==> config.mk <==
export PLATFORM = sky130hd
export DESIGN_NAME = spi_panel_regmaster
export DESIGN_NICKNAME = d
export VERILOG_FILES = /design/src/rtl/spm_pkg.sv /design/src/rtl/spm_halfclk.sv /design/src/rtl/spm_shifter.sv /design/src/rtl/spm_ctrl.sv /design/src/rtl/spi_panel_regmaster.sv
export SDC_FILE = /design/constraint.sdc
export NUM_CORES = 1
export LEC_CHECK = 0
export CORE_MARGIN = 2
export CORE_UTILIZATION = 35
export CTS_CLUSTER_DIAMETER = 100
export CTS_CLUSTER_SIZE = 30
export DETAILED_ROUTE_END_ITERATION = 12
export SLEW_MARGIN = 10
export SYNTH_ARGS = -nofsm -noshare
export SYNTH_HDL_FRONTEND = slang
export SYNTH_SLANG_ARGS = --single-unit
==> constraint.sdc <==
create_clock -name clk -period 3.7 [get_ports clk]
set_input_delay 0.555 -clock clk [delete_from_list [all_inputs] [get_ports clk]]
set_output_delay 0.555 -clock clk [all_outputs]
set_load 0.01 [all_outputs]
==> src/rtl/spm_pkg.sv <==
package spm_pkg;
  localparam int HDR_W   = 8;
  localparam int PAY_W   = 16;
  localparam int FRAME_W = HDR_W + PAY_W;

  typedef enum logic [1:0] {
    MODE_IDX_WR  = 2'd0,
    MODE_STAT_RD = 2'd1,
    MODE_DAT_WR  = 2'd2,
    MODE_DAT_RD  = 2'd3
  } mode_e;

  typedef enum logic [2:0] {
    PH_IDLE,
    PH_SETUP,
    PH_LOW,
    PH_HIGH,
    PH_GAP,
    PH_FIN
  } phase_e;

  function automatic logic [FRAME_W-1:0] build_frame(
    input logic [5:0]       dev,
    input mode_e            mode,
    input logic [PAY_W-1:0] pay
  );
    return {dev, mode, pay};
  endfunction
endpackage

==> src/rtl/spm_halfclk.sv <==
module spm_halfclk #(
  parameter int HALF_DIV = 2
) (
  input  logic clk,
  input  logic rst_n,
  input  logic run_i,
  output logic tick_o
);
  localparam int DIV   = (HALF_DIV < 1) ? 1 : HALF_DIV;
  localparam int CNT_W = $clog2(DIV + 1);

  logic [CNT_W-1:0] cnt_q;

  assign tick_o = run_i && (cnt_q == CNT_W'(DIV - 1));

  always_ff @(posedge clk or negedge rst_n) begin
    if (!rst_n) begin
      cnt_q <= '0;
    end else if (!run_i || tick_o) begin
      cnt_q <= '0;
    end else begin
      cnt_q <= cnt_q + 1'b1;
    end
  end
endmodule

==> src/rtl/spm_shifter.sv <==
module spm_shifter
  import spm_pkg::*;
(
  input  logic               clk,
  input  logic               rst_n,
  input  logic               load_i,
  input  logic [FRAME_W-1:0] word_i,
  input  logic               fall_i,
  input  logic               rise_i,
  input  logic               release_i,
  input  logic               miso_i,
  output logic               mosi_o,
  output logic [PAY_W-1:0]   rx_o
);
  logic [FRAME_W-1:0] sr_q;
  logic               mosi_q;

  always_ff @(posedge clk or negedge rst_n) begin
    if (!rst_n) begin
      sr_q <= '0;
    end else if (load_i) begin
      sr_q <= word_i;
    end else if (rise_i) begin
      sr_q <= {sr_q[FRAME_W-2:0], miso_i};
    end
  end

  always_ff @(posedge clk or negedge rst_n) begin
    if (!rst_n) begin
      mosi_q <= 1'b1;
    end else if (fall_i) begin
      mosi_q <= sr_q[FRAME_W-1];
    end else if (release_i) begin
      mosi_q <= 1'b1;
    end
  end

  assign mosi_o = mosi_q;
  assign rx_o   = sr_q[PAY_W-1:0];
endmodule

==> src/rtl/spm_ctrl.sv <==
module spm_ctrl
  import spm_pkg::*;
#(
  parameter logic [5:0] DEV_ID = 6'h1D,
  parameter int         IDX_W  = 8
) (
  input  logic               clk,
  input  logic               rst_n,
  input  logic               start_i,
  input  logic               rd_i,
  input  logic [IDX_W-1:0]   idx_i,
  input  logic [PAY_W-1:0]   wdata_i,
  input  logic               tick_i,
  input  logic [PAY_W-1:0]   rx_i,
  output logic               run_o,
  output logic               load_o,
  output logic [FRAME_W-1:0] word_o,
  output logic               fall_o,
  output logic               rise_o,
  output logic               release_o,
  output logic               accept_o,
  output logic               ss_n_o,
  output logic               sclk_o,
  output logic               done_o,
  output logic [PAY_W-1:0]   rdata_o
);
  localparam int BIT_W = $clog2(FRAME_W);
  localparam logic [BIT_W-1:0] LAST_BIT = BIT_W'(FRAME_W - 1);

  phase_e            ph_q;
  logic [BIT_W-1:0]  bit_q;
  logic              second_q;
  logic              rd_q;
  logic [PAY_W-1:0]  wdata_q;
  logic              ss_n_q;
  logic              sclk_q;
  logic              done_q;
  logic [PAY_W-1:0]  rdata_q;

  logic              last_bit;
  logic              gap_end;
  logic [FRAME_W-1:0] first_word;
  logic [FRAME_W-1:0] second_word;

  assign last_bit  = (bit_q == LAST_BIT);
  assign accept_o  = (ph_q == PH_IDLE) && start_i;
  assign gap_end   = (ph_q == PH_GAP) && tick_i;
  assign fall_o    = ((ph_q == PH_SETUP) && tick_i) ||
                     ((ph_q == PH_HIGH) && tick_i && !last_bit);
  assign rise_o    = (ph_q == PH_LOW) && tick_i;
  assign release_o = (ph_q == PH_HIGH) && tick_i && last_bit;
  assign load_o    = accept_o || gap_end;
  assign run_o     = (ph_q != PH_IDLE);

  assign first_word  = build_frame(DEV_ID, MODE_IDX_WR, PAY_W'(idx_i));
  assign second_word = rd_q ? build_frame(DEV_ID, MODE_DAT_RD, '0)
                            : build_frame(DEV_ID, MODE_DAT_WR, wdata_q);
  assign word_o      = accept_o ? first_word : second_word;

  always_ff @(posedge clk or negedge rst_n) begin
    if (!rst_n) begin
      ph_q     <= PH_IDLE;
      bit_q    <= '0;
      second_q <= 1'b0;
      rd_q     <= 1'b0;
      wdata_q  <= '0;
      ss_n_q   <= 1'b1;
      sclk_q   <= 1'b1;
      done_q   <= 1'b0;
      rdata_q  <= '0;
    end else begin
      done_q <= 1'b0;
      unique case (ph_q)
        PH_IDLE: begin
          if (start_i) begin
            rd_q     <= rd_i;
            wdata_q  <= wdata_i;
            second_q <= 1'b0;
            ss_n_q   <= 1'b0;
            ph_q     <= PH_SETUP;
          end
        end
        PH_SETUP: begin
          if (tick_i) begin
            sclk_q <= 1'b0;
            bit_q  <= '0;
            ph_q   <= PH_LOW;
          end
        end
        PH_LOW: begin
          if (tick_i) begin
            sclk_q <= 1'b1;
            ph_q   <= PH_HIGH;
          end
        end
        PH_HIGH: begin
          if (tick_i) begin
            if (last_bit) begin
              ss_n_q <= 1'b1;
              ph_q   <= second_q ? PH_FIN : PH_GAP;
            end else begin
              bit_q  <= bit_q + 1'b1;
              sclk_q <= 1'b0;
              ph_q   <= PH_LOW;
            end
          end
        end
        PH_GAP: begin
          if (tick_i) begin
            second_q <= 1'b1;
            ss_n_q   <= 1'b0;
            ph_q     <= PH_SETUP;
          end
        end
        PH_FIN: begin
          done_q <= 1'b1;
          if (rd_q) begin
            rdata_q <= rx_i;
          end
          ph_q <= PH_IDLE;
        end
        default: ph_q <= PH_IDLE;
      endcase
    end
  end

  assign ss_n_o  = ss_n_q;
  assign sclk_o  = sclk_q;
  assign done_o  = done_q;
  assign rdata_o = rdata_q;
endmodule

==> src/rtl/spi_panel_regmaster.sv <==
module spi_panel_regmaster
  import spm_pkg::*;
#(
  parameter int         HALF_DIV = 2,
  parameter logic [5:0] DEV_ID   = 6'h1D,
  parameter int         IDX_W    = 8
) (
  input  logic             clk,
  input  logic             rst_n,
  input  logic             start_i,
  input  logic             rd_i,
  input  logic [IDX_W-1:0] idx_i,
  input  logic [15:0]      wdata_i,
  output logic [15:0]      rdata_o,
  output logic             done_o,
  output logic             ss_n_o,
  output logic             sclk_o,
  output logic             mosi_o,
  input  logic             miso_i
);
  logic               half_tick;
  logic               ctl_run;
  logic               sh_load;
  logic [FRAME_W-1:0] sh_word;
  logic               sh_fall;
  logic               sh_rise;
  logic               sh_release;
  logic [PAY_W-1:0]   sh_rx;
  logic               acc_take;

  spm_halfclk #(.HALF_DIV(HALF_DIV)) u_halfclk (
    .clk    (clk),
    .rst_n  (rst_n),
    .run_i  (ctl_run),
    .tick_o (half_tick)
  );

  spm_ctrl #(.DEV_ID(DEV_ID), .IDX_W(IDX_W)) u_ctrl (
    .clk       (clk),
    .rst_n     (rst_n),
    .start_i   (start_i),
    .rd_i      (rd_i),
    .idx_i     (idx_i),
    .wdata_i   (wdata_i),
    .tick_i    (half_tick),
    .rx_i      (sh_rx),
    .run_o     (ctl_run),
    .load_o    (sh_load),
    .word_o    (sh_word),
    .fall_o    (sh_fall),
    .rise_o    (sh_rise),
    .release_o (sh_release),
    .accept_o  (acc_take),
    .ss_n_o    (ss_n_o),
    .sclk_o    (sclk_o),
    .done_o    (done_o),
    .rdata_o   (rdata_o)
  );

  spm_shifter u_shifter (
    .clk       (clk),
    .rst_n     (rst_n),
    .load_i    (sh_load),
    .word_i    (sh_word),
    .fall_i    (sh_fall),
    .rise_i    (sh_rise),
    .release_i (sh_release),
    .miso_i    (miso_i),
    .mosi_o    (mosi_o),
    .rx_o      (sh_rx)
  );
endmodule

### After elaboration in Yosys (flattened, before gate mapping)

Cells that the tools add are included.

| word-level totals | value |
|---|---|
| word-level logic and storage cells | 86 |
| bits of input ports | 29 |
| bits in registers | 72 |

| operators by class | value |
|---|---|
| equal/unequal tests | 14 |
| add/subtract/negate cells | 2 |
| reductions and logical operators | 28 |
| multiplexer cells | 30 |

Operator list:

| operator | count |
|---|---|
| 2-to-1 mux 24 bit | 3 |
| 2-to-1 mux 3 bit | 6 |
| 2-to-1 mux 17 bit | 1 |
| 2-to-1 mux 5 bit | 3 |
| case mux 3 bit (5 select lines) | 1 |
| AND reduction 5 bit | 3 |
| 2-to-1 mux 1 bit | 11 |
| != test 2 x 1 -> 1 bit, second input constant | 5 |
| case mux 5 bit (2 select lines) | 1 |
| nonzero test 3 bit | 3 |
| logical AND 1 bit | 8 |
| nonzero test 2 bit | 4 |
| == test 3 x 2 -> 1 bit, second input constant | 2 |
| == test 3 bit, second input constant | 2 |
| case mux 1 bit (3 select lines) | 2 |
| adder 5 x 1 -> 5 bit, second input constant | 1 |
| == test 5 bit, second input constant | 1 |
| != test 2 bit, second input constant | 2 |
| AND reduction 2 bit | 2 |
| AND reduction 4 bit | 1 |
| == test 3 x 1 -> 1 bit, second input constant | 1 |
| logical NOT 3 bit | 1 |
| logical OR 1 bit | 3 |
| AND reduction 3 bit | 1 |
| other kinds (5) | 6 |

### Depth between registers and ports, before layout

Gate-level depths: netlist (run 1).

| depth | value |
|---|---|
| word-level depth | 6 |
| gate-level depth with buffers | 8 |
| gate-level depth less buffers | 6 |

### By module

Synthesis (run 1) repeated with hierarchy kept, for this count alone.

| unflattened totals | value |
|---|---|
| cells, all modules | 317 |
| area, all modules | 3,549.7 um^2 |

Modules (own cells, without submodules):

| module | area each (um^2) | cells an instance | instances |
|---|---|---|---|
| spm_ctrl | 2,165.8 | 186 | 1 |
| spm_shifter | 1,286.2 | 124 | 1 |
| spm_halfclk | 97.6 | 7 | 1 |

### Worst setup path after synthesis (run 1)

No wires, ideal clock.

| timing | value |
|---|---|
| path type | input -> register |
| from | input start_i |
| to | register u_shifter.sr_q[17] |
| path buffers | 2 |
| stages | 5 |
| slack | 1.944 ns |
| setup time | 0.126 ns |
| data required time | 3.574 ns |
| arrival time | 1.630 ns |
| path through | or4b_1 buf_2 o21a_1 buf_6 a221o_1 |

| on the way | value |
|---|---|
| word-level cells in the longest chain between the ends | 3 |
| elaborated cells on any way between the ends | 5 |
| those cells by class | mux: 2; reduce/logical: 3 |

RTL lines:

| what | RTL line | source |
|---|---|---|
| start, declared | spi_panel_regmaster.sv:10 | `input logic start_i,` |
| logical AND 1 bit * | spm_ctrl.sv:46 | `assign accept_o = (ph_q == PH_IDLE) && start_i;` |
| 2-to-1 mux 24 bit / logical OR 1 bit (equally long branches) | spm_ctrl.sv:58, spm_ctrl.sv:52 |  |
| 2-to-1 mux 24 bit / nonzero test 2 bit (equally long branches) | - |  |
| end signal, assigned | spm_shifter.sv:22 | `sr_q <= word_i;` |
| end signal, assigned | spm_shifter.sv:24 | `sr_q <= {sr_q[FRAME_W-2:0], miso_i};` |
| end, declared | spm_shifter.sv:15 | `logic [FRAME_W-1:0] sr_q;` |

Mark *: on every way between the ends. The rest lies on a longest branch, timed or not.
A chain may end at the register's enable or synchronous reset.

### Worst setup path in the final report (run 1)

Same ends and word-level chain as after synthesis.

==> summary.txt, run 1 <==
Final layout
  – Final nets: 357
  – Commonest cells after routing, fill and taps aside: 69 x dfrtp_1, 47 x clkdlybuf4s50_1, 33 x mux2_2, 29 x nand2_1, 20 x nor2_1
  – Area added between synthesis and finish: 26.3%
  – Cell Count, Final, Fillers Out: 439
  – FILL cells: 824
  – Core Util, Final: a little under half
  – Fin area: approximately 4000 sq um
  – Antenna cells: 0
  – Leading cell type in the layout, fill and taps excluded: dfrtp_1
  – Ratio of cells with drive above 1 in the final layout: 18.1%

GRT
  – Vias in the first global route: 2,353
  – Overflow left after global routing: 0
  – Largest net degree at the start of global routing: 35
  – GRT Util Overall: 15.2%
  – Initial antenna violation count: 0
  – First-pass GRT wire length: 11,700 microns

Die
  – Full die area: 9850 sq um
  – I/O pins: 49
  – Core box area: 8760 sq um
  – Starting Density: 36.3%
  – Die H: between 90 and 100 microns
  – Die X: 99.3 microns
  – # rows: 34

Critical path
  – CP Launch Type: input port
  – Critical Path End Type: flip-flop
  – Crit-path cells: clkdlybuf4s50_1 -> or4b_1 -> buf_4 -> o21a_1 -> a221o_1
  – Worst path arrival time: about 2.5 ns
  – CP max-delay cell: clkdlybuf4s50_1
  – CP max stage delay: roughly 0.53 ns
  – Crit-path max FO: 34
  – Kind of critical path: in -> reg
  – Required time worst endpoint: 3.93 ns

Clocking
  – CTS Root Cell: clkbuf_8
  – Worst-case clock buffer depth: 2
  – Clk sink count: 72
  – H-Tree Depth: 3
  – Clock-pin transition on the worst setup and hold timing paths: ~0.080 ns
  – Clk_lat worst skew: 0.35 ns
  – Post-CTS setup buffers: 0
  – Gates resized, CTS repair: 0
  – TritonCTS clock tree: done
  – Inserted Clock Buffers: 9
  – Hold_buf cts: 0

Synthesis
  – Yosys top cell by area: dfrtp_1
  – Async S/R FF share, synth: 100%
  – Synthesized cell area: 3180 sq um
  – Synth unique cells: 41
  – Number of flops mapped to enable cells by yosys: 0
  – Synth top area share: 54.4%
  – Syn_area_per_cell: 11.3 sq um
  – Main flop type after synthesis: dfrtp_1
  – Synthesis Warnings: 0
  – Synth Register Bits: 72
  – Synthesized instance count: 282
  – Top post-synthesis cells by area: dfrtp_1 54%, mux2_2 12%, nand2_1 3.4%, o21ai_0 2.8%, dfstp_2 2.5%
  – Syn_nets: around 310
  – Register area share after synthesis: between 50 and 60%

Routing
  – Wirelength per Cell: 15.6 microns
  – First-pass iteration count of the detailed router: 4
  – WL final: 6840 microns
  – Residual DRC: 0
  – Via-to-Cell Ratio: a little over 5
  – ANT nets after route: 0
  – Initial DRC Count: 74
  – Via count: 2,280

Outcome
  – Outcome: completed

STA
  – Max_slew headroom: a little under half
  – Fin Setup TNS: 0 ns
  – Worst Max-Slew Pin Slew: 0.807 ns
  – Final Skew: just over 0.008 ns
  – RSZ-0062 raised after global routing: false
  – Final Max Slew Viols: 0
  – Number of hold violations in the final report: 0
  – # setup viols final: 0
  – Final worst setup slack: 1.41 ns
  – Fmax: 0.437 GHz
  – Crit share post-route: 61.9%
  – Fin crit period: approximately 2.3 ns

Placed design
  – Placed cell area: between 3000 and 4000 sq um
  – Placer Congestion: 0.750
  – Dpl hpwl: 4580 microns
  – Dpl ws: 1.03 ns
  – Placed Cells incl. Taps: 423
  – Port bufs: 48

Pwr
  – P_leak: 0.00180 uW
  – Maximum vdd drop: about 220 uV
  – PD cells: 451 nW/um^2

Run
  – Maxcap violations: 0

Min path
  – Path category of the worst min-delay check: in -> async
==> metrics by stage <==
stage / power [uW] / hold slack, ns
CTS: 1840 / 0.171
floorplan: 853 / 0.259
global route: 1870 / 0.189
global placement: 908 / 0.426
finish: 1810 / 0.165
detailed placement: 910 / 0.437
==> final timing paths <==
kind | from | to | slack [ns] | depth (start not counted)
worst max-delay path | start_i | u_shifter.sr_q[17] | 1.41 | 5
max in group asynchronous | rst_n | u_shifter.mosi_o | 2.71 | 2
worst min-delay path | rst_n | u_shifter.sr_q[2] | 0.17 | 1
min in group clk | u_halfclk.cnt_q[0] | u_halfclk.cnt_q[0] | 0.45 | 1
worst max register to register | u_halfclk.cnt_q[1] | u_shifter.sr_q[17] | 1.45 | 5
worst min register to register | u_halfclk.cnt_q[0] | u_halfclk.cnt_q[0] | 0.45 | 1
==> synthesized netlist by cell type (all sizes together) (2+ instances only) <==
master	instances
a21o	3
and3	2
mux2	33
clkbuf	9
or2	2
a211oi	6
nor2	20
a32oi	9
buf	9
o31ai	3
nand2b	5
ha	2
dfstp	3
a21oi	9
and2	2
o21ai	21
a21boi	2
inv	4
nand3	7
dfrtp	69
o21a	7
nor2b	2
nor3	10
nand2	29
==> registers in the layout, summed over array words and instances, names as in the netlist <==
| name | flops |
|---|---|
| u_ctrl.bit_q | 5 |
| u_ctrl.done_o | 1 |
| u_ctrl.ph_q | 3 |
| u_ctrl.rd_q | 1 |
| u_ctrl.rdata_o | 16 |
| u_ctrl.sclk_o | 1 |
| u_ctrl.second_q | 1 |
| u_ctrl.ss_n_o | 1 |
| u_ctrl.wdata_q | 16 |
| u_halfclk.cnt_q | 2 |
| u_shifter.mosi_o | 1 |
| u_shifter.sr_q | 24 |
==> kinds of logic after synthesis <==
kind of cell             synth area share, %
AND/OR/NAND/NOR                         12.8
multiplexers                            12.0
adder cells (fa/ha/maj)                0.788
XOR/XNOR                               0.276
flip-flops                              56.8
AO/OA/AOI/OAI                           13.8
buffers and inverters                   3.54
==> routing by layer <==
metal | up-vias | GRT usage (%) | wire [microns]
met1 | 1132 | 20.1 | 3290
met3 | 7 | 4.57 | 293
met5 | - | 0 | 0
met4 | 0 | 5.16 | 85
li1 | 1097 | - | -
met2 | 44 | 23.9 | 3170
==> worst max-delay path: cells and delay by family <==
kind	cells	cell delay, ns
simple gates	1	0.44
compound gates	2	0.71
buf+inv	2	0.80
==> report_power, final <==
part	switching (uW)	internal, uW
Combinational	30.4	43.0
Clock	295	621
Sequential	13.6	806
==> area by class of cell <==
type / instances / area (sq um) / share of cell area, %
clock buffer: 11 / 151 / 3.77
clock inverter: 5 / 150 / 3.74
inverter: 4 / 15.0 / 0.374
multi-input combinational: 188 / 1260 / 31.4
sequential: 72 / 1810 / 45.0
tap: 108 / 135 / 3.37
timing repair buffer: 51 / 498 / 12.4
(Power assumes the default switching activity.)
==> run 2, diff against run 1 <==
==> constraint.sdc (replaced) <==
create_clock -name clk -period 2 [get_ports clk]
set_input_delay 0.3 -clock clk [delete_from_list [all_inputs] [get_ports clk]]
set_output_delay 0.3 -clock clk [all_outputs]
set_load 0.01 [all_outputs]
==> run 2 against run 1 <==
Critical path depth unchanged. Sequential share of layout area down 0.53 points. Core utilization up 0.54 points. Clock skew about the same. Flip-flop and latch count unchanged. Register-to-register slack worse by 1.3 ns. Total power up 56%. Combinational power up 90%. Cell count up 3.6%. Clock-buffer cell count up 2. Critical path type is now reg -> reg.
==> summary.txt, run 2 (synthesis results as in run 1) <==
Outcome
  – Outcome: completed

Pwr
  – PD cells: ~700 nW/um^2
  – Internal: 2220 uW
  – Clock network power share: between 40 and 50%
  – Logic pwr share: under 10%
  – Final Power: ~2800 uW
  – P_leak: 0.00184 uW
  – Flop pwr share: 53.8%
  – Maximum vdd drop: 442 uV
  – Switching part of the total power: 21.3%
  – Net Sw Power: 600 uW

Die
  – Die X: 99.3 microns
  – I/O pins: a little under 50
  – # rows: 34
  – Die H: 99.3 microns
  – Full die area: between 9000 and 10,000 sq um
  – Core box area: 8760 sq um
  – Starting Density: 36.3%

Routing
  – ANT nets after route: 0
  – WL final: about 7100 microns
  – Wirelength per Cell: between 15 and 20 microns
  – Via count: 2,374
  – Initial DRC Count: around 110
  – First-pass iteration count of the detailed router: 4
  – Via-to-Cell Ratio: 5.22
  – Residual DRC: 0

Clocking
  – CTS Root Cell: clkbuf_8
  – Inserted Clock Buffers: 9
  – Worst-case clock buffer depth: 2
  – TritonCTS clock tree: done
  – H-Tree Depth: 3
  – Clk_lat worst skew: 0.34 ns
  – Clk sink count: 72
  – Clock-pin transition on the worst setup and hold timing paths: 0.07 ns

GRT
  – GRT Util Overall: ~15%
  – Initial antenna violation count: 0
  – First-pass GRT wire length: 11,800 microns
  – Largest net degree at the start of global routing: 53
  – Vias in the first global route: about 2,400
  – Overflow left after global routing: 0

Final layout
  – Ratio of cells with drive above 1 in the final layout: 21.3%
  – Area added between synthesis and finish: 27.8%
  – Antenna cells: 0
  – Fin area: a little over 4000 sq um
  – Leading cell type in the layout, fill and taps excluded: dfrtp_1
  – Largest register FFs: 24
  – Most flops, register: u_shifter.sr_q
  – Commonest cells after routing, fill and taps aside: 69 x dfrtp_1, 47 x clkdlybuf4s50_1, 33 x mux2_2, 29 x nand2_1, 20 x nor2_1
  – Final nets: ~370

Critical path
  – Kind of critical path: reg -> reg
  – Worst path arrival time: between 2 and 2.5 ns
  – Crit-path max FO: 24
  – CP Launch Type: flip-flop
  – Critical Path End Type: flip-flop
  – Required time worst endpoint: 2.26 ns

Min path
  – Path category of the worst min-delay check: in -> async

STA
  – Crit share post-route: 91.4%
  – Max_slew headroom: about two thirds
  – Fin Setup TNS: 0 ns
  – RSZ-0062 raised after global routing: false
  – Fmax: 0.547 GHz
  – # setup viols final: 0
  – Final Skew: 0.00815 ns
  – Fin crit period: about 1.8 ns
  – Final Max Slew Viols: 0
  – Number of hold violations in the final report: 0
  – Worst Max-Slew Pin Slew: 0.497 ns

Placed design
  – Placed cell area: roughly 3800 sq um
  – Port bufs: 48
  – Dpl hpwl: 4870 microns
  – Placer Congestion: 0.760

Run
  – Maxcap violations: 0
[run 2: power by group through the flow]
| stage | sequential, uW | clock (uW) | combinational, uW |
|---|---|---|---|
| after floorplan | 1530 | 0 | 43.0 |
| after CTS | 1520 | 1210 | 145 |
| final | 1520 | 1160 | 140 |
| after global placement | 1540 | 0 | 140 |
| after global routing | 1520 | 1270 | 157 |
| after detailed placement | 1540 | 0 | 143 |
[run 2: per-layer routing]
layer,GRT usage (%),vias up,wire (microns)
met2,23.6,53,3320
met4,5.37,0,125
met1,20.4,1184,3370
met3,4.57,12,295
li1,-,1125,-
met5,0,-,0
[run 2: what timing repair did]
action,4_1_cts,5_1_grt
endpoints found under the setup margin,0,6
resized for setup,0,1
setup buffers,0,0
endpoints found under the hold margin,17,0
hold buffers,1,0
[run 2: layout make-up]
cell class	instances	area [sq um]
fill	832	4700
sequential	72	1810
multi-input combinational	188	1260
timing repair buffer	67	646
clock buffer	13	159
tap	108	135
clock inverter	3	40.0
inverter	4	15.0
[run 2: per-stage QoR]
step                      utilization, %  setup WS [ns]  hold slack, ns  instances
after floorplan                        -          0.280         0.00441        282
after global placement              43.9        -0.0764           0.299        438
after detailed placement            43.9         -0.113           0.302        438
after CTS                           46.3          0.114           0.441        455
after global routing                46.3         0.0773           0.475        455
final                               46.3          0.172           0.449        455
[run 2: worst paths after layout]
kind | startpoint | to | slack [ns] | cells after the start
worst max register to register | u_ctrl.ph_q[2] | u_shifter.sr_q[2] | 0.17 | 5
worst max-delay path | u_ctrl.ph_q[2] | u_shifter.sr_q[2] | 0.17 | 5
worst min-delay path | rst_n | u_ctrl.rdata_o[2] | 0.45 | 2
min in group clk | u_shifter.mosi_o | u_shifter.mosi_o | 0.46 | 2
max in group asynchronous | rst_n | u_ctrl.rdata_o[8] | 0.91 | 3
worst min register to register | u_shifter.mosi_o | u_shifter.mosi_o | 0.46 | 2
[run 2: critical path: stages, from the launching register on]
cell     delay, ns
dfrtp_1       0.46
or4b_1        0.57
buf_4         0.26
o21ai_2       0.19
nor2_1        0.07
nor3_1        0.19
